<file path="src/rtl/pib_pkg.sv">
package pib_pkg;
  typedef enum logic [1:0] {
    ST_WAIT_SOF = 2'd0,
    ST_COUNT    = 2'd1,
    ST_READY    = 2'd2
  } init_st_t;
endpackage

</file>
<file path="src/rtl/pib_init_seq.sv">
module pib_init_seq #(
  parameter int INIT_FRAMES = 8
) (
  input  logic clk,
  input  logic rst_n,
  input  logic frame_stb,
  output logic live,
  output logic ready
);
  import pib_pkg::*;
  localparam int CW = $clog2(INIT_FRAMES + 1);
  localparam logic [CW-1:0] LAST = CW'(INIT_FRAMES - 1);

  init_st_t      st;
  logic [CW-1:0] cnt;

  always_ff @(posedge clk) begin
    if (!rst_n) begin
      st   <= ST_WAIT_SOF;
      cnt  <= '0;
      live <= 1'b0;
    end else begin
      live <= 1'b1;
      case (st)
        ST_WAIT_SOF: if (frame_stb) st <= ST_COUNT;
        ST_COUNT: if (frame_stb) begin
          if (cnt == LAST) begin
            st  <= ST_READY;
            cnt <= '0;
          end else begin
            cnt <= cnt + 1'b1;
          end
        end
        default: st <= ST_READY;
      endcase
    end
  end

  assign ready = (st == ST_READY);
endmodule

</file>
<file path="src/rtl/pib_wr_gate.sv">
module pib_wr_gate (
  input  logic clk,
  input  logic rst_n,
  input  logic wr_req,
  input  logic ready,
  output logic wr_accept,
  output logic wr_err
);
  always_ff @(posedge clk) begin
    if (!rst_n) begin
      wr_accept <= 1'b0;
      wr_err    <= 1'b0;
    end else begin
      wr_accept <= wr_req & ready;
      wr_err    <= wr_req & ~ready;
    end
  end
endmodule

</file>
<file path="src/rtl/pib_mode_sel.sv">
module pib_mode_sel (
  input  logic clk,
  input  logic rst_n,
  input  logic frame_stb,
  input  logic byp_req,
  output logic byp_q,
  output logic core_ce
);
  logic byp_nx;

  always_comb byp_nx = frame_stb ? byp_req : byp_q;

  always_ff @(posedge clk) begin
    if (!rst_n) begin
      byp_q   <= 1'b0;
      core_ce <= 1'b0;
    end else begin
      byp_q   <= byp_nx;
      core_ce <= ~byp_nx;
    end
  end
endmodule

</file>
<file path="src/rtl/pib_frame_dly.sv">
module pib_frame_dly #(
  parameter int W     = 16,
  parameter int DEPTH = 2
) (
  input  logic         clk,
  input  logic         rst_n,
  input  logic         frame_stb,
  input  logic [W-1:0] din,
  output logic [W-1:0] dout
);
  logic [W-1:0] stg [DEPTH];

  always_ff @(posedge clk) begin
    if (!rst_n) begin
      for (int i = 0; i < DEPTH; i++) stg[i] <= '0;
    end else if (frame_stb) begin
      stg[0] <= din;
      for (int i = 1; i < DEPTH; i++) stg[i] <= stg[i-1];
    end
  end

  assign dout = stg[DEPTH-1];
endmodule

</file>
<file path="src/rtl/pcm_init_bypass_ctl.sv">
module pcm_init_bypass_ctl #(
  parameter int W           = 16,
  parameter int DC_W        = 8,
  parameter int INIT_FRAMES = 8,
  parameter int VOICE_LAT   = 2,
  parameter int DC_LAT      = 1
) (
  input  logic            clk,
  input  logic            rst_n,
  input  logic            frame_stb,
  input  logic            byp_req,
  input  logic            wr_req,
  input  logic [W-1:0]    rx_in,
  input  logic [W-1:0]    tx_in,
  input  logic [W-1:0]    proc_rx,
  input  logic [W-1:0]    proc_tx,
  input  logic [DC_W-1:0] dc_in,
  output logic            core_ce,
  output logic [1:0]      out_oe,
  output logic            regs_ready,
  output logic            wr_accept,
  output logic            wr_err,
  output logic            byp_active,
  output logic [W-1:0]    rx_out,
  output logic [W-1:0]    tx_out,
  output logic [DC_W-1:0] dc_out
);
  localparam int NPORT = 2;

  logic            live_q;
  logic [W-1:0]    pin   [NPORT];
  logic [W-1:0]    pproc [NPORT];
  logic [W-1:0]    pdly  [NPORT];
  logic [W-1:0]    pout  [NPORT];
  logic [DC_W-1:0] dc_dly;

  pib_init_seq #(.INIT_FRAMES(INIT_FRAMES)) u_init (
    .clk(clk), .rst_n(rst_n), .frame_stb(frame_stb),
    .live(live_q), .ready(regs_ready)
  );

  pib_wr_gate u_wr (
    .clk(clk), .rst_n(rst_n), .wr_req(wr_req), .ready(regs_ready),
    .wr_accept(wr_accept), .wr_err(wr_err)
  );

  pib_mode_sel u_mode (
    .clk(clk), .rst_n(rst_n), .frame_stb(frame_stb), .byp_req(byp_req),
    .byp_q(byp_active), .core_ce(core_ce)
  );

  assign out_oe   = {NPORT{live_q}};
  assign pin[0]   = rx_in;
  assign pin[1]   = tx_in;
  assign pproc[0] = proc_rx;
  assign pproc[1] = proc_tx;

  for (genvar g = 0; g < NPORT; g++) begin : g_port
    pib_frame_dly #(.W(W), .DEPTH(VOICE_LAT)) u_vdly (
      .clk(clk), .rst_n(rst_n), .frame_stb(frame_stb),
      .din(pproc[g]), .dout(pdly[g])
    );

    always_ff @(posedge clk) begin
      if (!rst_n)         pout[g] <= '0;
      else if (frame_stb) pout[g] <= byp_req ? pin[g] : pdly[g];
    end
  end

  assign rx_out = pout[0];
  assign tx_out = pout[1];

  pib_frame_dly #(.W(DC_W), .DEPTH(DC_LAT)) u_dcdly (
    .clk(clk), .rst_n(rst_n), .frame_stb(frame_stb),
    .din(dc_in), .dout(dc_dly)
  );

  always_ff @(posedge clk) begin
    if (!rst_n)         dc_out <= '0;
    else if (frame_stb) dc_out <= dc_dly;
  end
endmodule

</file>
<file path="config.mk">
export PLATFORM = sky130hd
export DESIGN_NAME = pcm_init_bypass_ctl
export DESIGN_NICKNAME = d
export VERILOG_FILES = /design/src/rtl/pib_pkg.sv /design/src/rtl/pib_init_seq.sv /design/src/rtl/pib_wr_gate.sv /design/src/rtl/pib_mode_sel.sv /design/src/rtl/pib_frame_dly.sv /design/src/rtl/pcm_init_bypass_ctl.sv
export SDC_FILE = /design/constraint.sdc
export NUM_CORES = 1
export LEC_CHECK = 0
export ABC_AREA = 1
export BUFFER_PORTS_ARGS = -buffer_cell sky130_fd_sc_hd__buf_2
export CORE_MARGIN = 2
export CORE_UTILIZATION = 55
export DETAILED_ROUTE_END_ITERATION = 16
export GPL_TIMING_DRIVEN = 0
export PLACE_DENSITY_LB_ADDON = 0.1
export SYNTH_ARGS = -nofsm -noshare
export SYNTH_HDL_FRONTEND = slang
export SYNTH_SLANG_ARGS = --single-unit
</file>
<file path="constraint.sdc">
create_clock -name clk -period 6.3 [get_ports clk]
set_input_delay 1.26 -clock clk [delete_from_list [all_inputs] [get_ports clk]]
set_output_delay 1.26 -clock clk [all_outputs]
set_load 0.05 [all_outputs]
</file>
Word-level counts from Yosys, hierarchy flattened. Memory sizes are Yosys's and may differ from the RTL's. A register that Yosys moved wholly into a read port is not among the register bits. Cells that the tools add are included.

Bitwise gates (word level): 10. Reduce and logical (&&, ||, !) cells: 5. Equal/unequal tests: 6. Multiplexer cells: 21. $add $sub $neg: 1.

Operator list (number): 2-to-1 mux 16 bit (8); 2-to-1 mux 8 bit (1); OR reduction 8 bit (1); 2-to-1 mux 1 bit (7); 2-to-1 mux 2 bit (3); OR 1 bit (6); adder 4 x 1 -> 4 bit (second input constant) (1); equality test 4 x 3 -> 1 bit (second input constant) (1); 2-to-1 mux 4 bit (1); inequality test 2 bit (second input constant) (2); one-hot mux 2 bit (2 select lines) (1); AND reduction 3 bit (1); AND 1 bit (2); equality test 2 x 1 -> 1 bit (second input constant) (1); equality test 2 bit (second input constant) (1); logical NOT 2 bit (1); inequality test 2 x 1 -> 1 bit (second input constant) (1); inverter 1 bit (2); AND reduction 2 bit (1); logical NOT 1 bit (1).

Memories: 4. Bits in writable memories: 104. Register bits: 11. Output and inout bits: 47. Bits of input ports: 77.

Memory list: g_port[0].u_vdly.stg (depth 2, bits a word 16, read ports 2, clocked after Yosys merged registers in 0, wr ports 2, line pib_frame_dly.sv:11) `logic [W-1:0] stg [DEPTH];`; g_port[1].u_vdly.stg (depth 2, bits a word 16, read ports 2, clocked after Yosys merged registers in 0, wr ports 2, line pib_frame_dly.sv:11); pout (depth 2, bits a word 16, read ports 2, clocked after Yosys merged registers in 0, wr ports 2, line pcm_init_bypass_ctl.sv:34) `logic [W-1:0] pout [NPORT];`; u_dcdly.stg (depth 1, bits a word 8, read ports 1, clocked after Yosys merged registers in 1, wr ports 1, line pib_frame_dly.sv:11).

Longest topological paths before layout.
Depth in word-level cells: 5. Gate-level depth with buffers: 6. Mapped depth without buffers: 6.

Cells and area by module. A second synthesis with hierarchy kept.

Cell total of the unflattened synthesis: 572. Area total of the unflattened synthesis: 5701.7 sq um.

By module, submodules not included: pib_frame_dly at g_port[0].u_vdly ... (cells each 118, area an instance 1458.9 sq um, instances 2); pcm_init_bypass_ctl (cells each 242, area an instance 1991.9 sq um, instances 1); pib_init_seq (cells each 47, area an instance 335.3 sq um, instances 1); pib_frame_dly at u_dcdly (cells each 27, area an instance 314.1 sq um, instances 1); pib_mode_sel (cells each 14, area an instance 87.6 sq um, instances 1); pib_wr_gate (cells each 6, area an instance 55.1 sq um, instances 1).

Worst setup path after synthesis. No wires, ideal clock.

Kind: in2reg. From: input port rst_n. To: memory g_port[0].u_vdly.stg[0][0] (enable). Stages on the path: 3. Required time: 5.881 ns. Data arrival time: 2.747 ns. Setup slack: 3.135 ns. Cells stage by stage: inv_2 or2_1 buf_2.

RTL lines: start, declared (line pcm_init_bypass_ctl.sv:9) `input logic rst_n,`; end, declared (line pib_frame_dly.sv:11).

Worst setup path after layout.
From: register u_init.st[1]. To: output port regs_ready.

Longest elaborated chain between the ends: 1.

RTL lines: start, declared (line pib_init_seq.sv:14) `init_st_t st;`; start signal, assigned (line pib_init_seq.sv:19) `st <= ST_WAIT_SOF;`; start signal, assigned (line pib_init_seq.sv:25) `ST_WAIT_SOF: if (frame_stb) st <= ST_COUNT;`; start signal, assigned (line pib_init_seq.sv:28) `st <= ST_READY;`; equality test 2 bit (line pib_init_seq.sv:39) `assign ready = (st == ST_READY);`; end, declared (line pcm_init_bypass_ctl.sv:20) `output logic regs_ready,`.

No other way between the ends.

==> reports/results.ini <==
[logic_synthesis]
synth_area_leaders = edfxtp_1, dfxtp_1, inv_1
synth-edff-count = 104
seq_area_frac_synth_pct = 71.16
ys.flop_type = edfxtp_1
async_reset_ff_share_pct = 0
synth_largest_area_cell = edfxtp_1
netlist_top_cells_count = edfxtp_1, inv_1, nor2_1
yosysMostFrequentCell = edfxtp_1
synthCells = 457
ys.warnings.count = 0
synth.ff_latch_count = 123
synth_area_per_cell_um2 = 10.77
syn_nets = 535
syn_area_um2 = 4923
ys_types = 23
synth.top_cell.area_share_pct = 63.43

[layout]
fin_nets = 677
fill_cells = 628
area_delta_synth_final_pct = 27.88
fin_area_um2 = 6296
antennaDiodeCount = 0
multi_input_area_um2 = 937.1
drive_above_1_share_pct = 27.94
seqCellArea_um2 = 3503

[cts]
clkLatencyLatePin_ns = 0.52
cts_tree = done
cts-htree-levels = 4
clk_path_buf_depth = 2
cts_buffers = 17
cts_resized = 0
post_cts_buffers = 0
cts_sinks = 123
cts_root_buf = clkbuf_8
clk_pin_slew_ns = 0.06
cts_hold_buf = 0

[critical_path]
worst-endpoint-required_ns = 5.04
crit_path_start_kind = flop
critical_path_depth = 3
path_class = flop to output pin
crit-reg2reg-capture = u_init.cnt[3]
cp.arrival_ns = 1.36
cp_cell_sequence = inv_1, nor2_1, buf_2
rr_worst_depth = 4
r2r_slack_ns = 5.23
critPathBufInv = 2
rr_startpoint = u_init.cnt[0]
slowest_stage = dfxtp_1
critPathTopFamily = buffers and inverters
cpPeakStageDelay_ns = 0.34
cp-end-kind = output pin
crit_path_max_fanout = 5

[sta]
min_period_over_period_pct = 41.53
skew_ns = 0.006555
tightest_slew_ns = 0.7099
setup_viol_count_final = 0
rsz0062_at_grt = false
hold_viol_final = 0
max_clock_freq_mhz = 382.2
maxSlewHeadroom_pct = 52.67
post-route-min-period_ns = 2.616
fin_tns_setup_ns = 0
slew_viol_final = 0

[placed_design]
hpwl_um = 6226
dpl_cell_area_um2 = 5699
portBuffers = 122
place_congestion = 0.8292

[drt]
wirelength_met1_um = 3893
routed.top_layer = met4
ant_nets = 0
vias = 3426
drt_first_pass_iters = 4
drt-total-wl_um = 9544
drtIter0Drc = 139
avgViaCountPerCell = 4.758
drc = 0
met2_length_um = 4927
wl_per_cell_um = 13.26
dr_wl_met3_um = 570

[pwr]
p_leak_nw = 2.939
pwr-share-clk_pct = 45.8
switching_power_uw = 494.2
pwr-share-comb_pct = 9.3
seqPwrFrac_pct = 44.9
worst_ir_drop_vdd_mv = 0.1982
p_sw_share_pct = 23.22
power_per_cell_area_nw_per_um2 = 338.1
internal_power_mw = 1.634

[global_route]
grt_pass1_vias = 3396
grt.overflow.total = 0
grt_use_total_pct = 21.16
grt_pass1_wl_um = 15760
grt_max_degree = 59
antenna_found_initial = 0

[die]
start_util_pct = 56.46
core_area_um2 = 8721
num_rows = 34
die_w_um = 98.62
die_h_um = 98.62
die_area_um2 = 9725
pin_count = 124

[worst_hold_path]
hold_end = dc_out[3]
hold_start = dc_out[3]
hold_path.class = flop to flop
holdPathStages = 2

[outcome]
status = complete, no violations

[job]
max-cap-violations = 0

[power groups by stage]
| stage | registers (mW) | logic (mW) | clock network [mW] |
|---|---|---|---|
| 6_report | 0.956 | 0.197 | 0.976 |
| 5_1_grt | 0.961 | 0.216 | 1.02 |
| 4_1_cts | 0.956 | 0.199 | 0.984 |
| 3_5_place_dp | 0.972 | 0.197 | 0 |
| 3_3_place_gp | 0.972 | 0.191 | 0 |
| 2_1_floorplan | 1.04 | 0.0686 | 0 |
[flip-flops by register name (all words and copies together) (netlist names)]
name	cells
dc_out	8
g_port.u_vdly.stg	64
pout	32
u_dcdly.stg	8
u_init.cnt	4
u_init.live	1
u_init.st	2
u_mode.byp_q	1
u_mode.core_ce	1
u_wr.wr_accept	1
u_wr.wr_err	1
[tightest hold or removal path: cells and delay by family (launching register included)]
| family | cells | cell delay (ns) |
|---|---|---|
| AO/OA/AOI/OAI | 1 | 0.05 |
| flip-flops | 1 | 0.30 |
| buffers and inverters | 1 | 0.05 |
[cell type report]
| cell class | instances | share of cell area (%) |
|---|---|---|
| Sequential cell | 123 | 55.64 |
| Multi-Input combinational cell | 223 | 14.88 |
| Timing Repair Buffer | 123 | 10.14 |
| Clock buffer | 19 | 6.697 |
| Inverter | 88 | 5.246 |
| Clock inverter | 13 | 2.782 |
| Buffer | 23 | 2.464 |
| Tap cell | 108 | 2.146 |
[cells in the final DEF, fill, tap and decap left out, types with 2 or more instances in the layout]
cell type,n
a21oi_1,36
buf_2,129
buf_4,4
buf_6,6
bufinv_16,4
clkbuf_1,7
clkbuf_16,16
clkinv_1,2
clkinv_2,3
clkinv_4,2
clkinvlp_4,2
dfxtp_1,19
edfxtp_1,104
inv_1,86
inv_2,2
nand2_1,77
nand3_1,11
nor2_1,80
o21ai_0,3
o21ai_1,8
[through the flow]
stage / setup slack [ns] / cells / total power [mW] / hold WS [ns] / util, %
4_1_cts: 3.662 / 720 / 2.139 / 0.4555 / 72.20
3_5_place_dp: 3.355 / 688 / 1.169 / 0.4452 / 65.35
6_report: 3.684 / 720 / 2.129 / 0.4518 / 72.20
2_1_floorplan: 3.135 / 457 / 1.104 / 0.4433 / -
5_1_grt: 3.585 / 720 / 2.199 / 0.4802 / 72.20
3_3_place_gp: 2.442 / 687 / 1.163 / 0.4399 / 65.01
[how the worst max path moves through the flow]
| stage | end | slack (ns) | start |
|---|---|---|---|
| floorplan | g_port[0].u_vdly.stg[0][0] | 3.13 | rst_n |
| global placement | g_port[0].u_vdly.stg[0][15] | 2.44 | rst_n |
| detailed placement | g_port[0].u_vdly.stg[0][15] | 3.35 | rst_n |
| CTS | regs_ready | 3.66 | u_init.st[1] |
| global route | regs_ready | 3.59 | u_init.st[1] |
| finish | regs_ready | 3.68 | u_init.st[1] |
[kinds of logic (layout without fill, tap and decap cells)]
family	after synthesis	in the layout	share of synthesized area [%]
AND/OR/NAND/NOR	174	174	13.85
flip-flops	123	123	71.16
adder cells (fa/ha/maj)	1	1	0.2541
buffers and inverters	111	266	9.809
AO/OA/AOI/OAI	48	48	4.930
[routing by layer]
metal / up-vias / GRT usage (%)
met4: 0 / 7.482
met5: - / 0
li1: 1735 / -
met1: 1575 / 25.77
met3: 16 / 6.383
met2: 100 / 36.05
No activity file was read; power rests on OpenSTA's default activity.
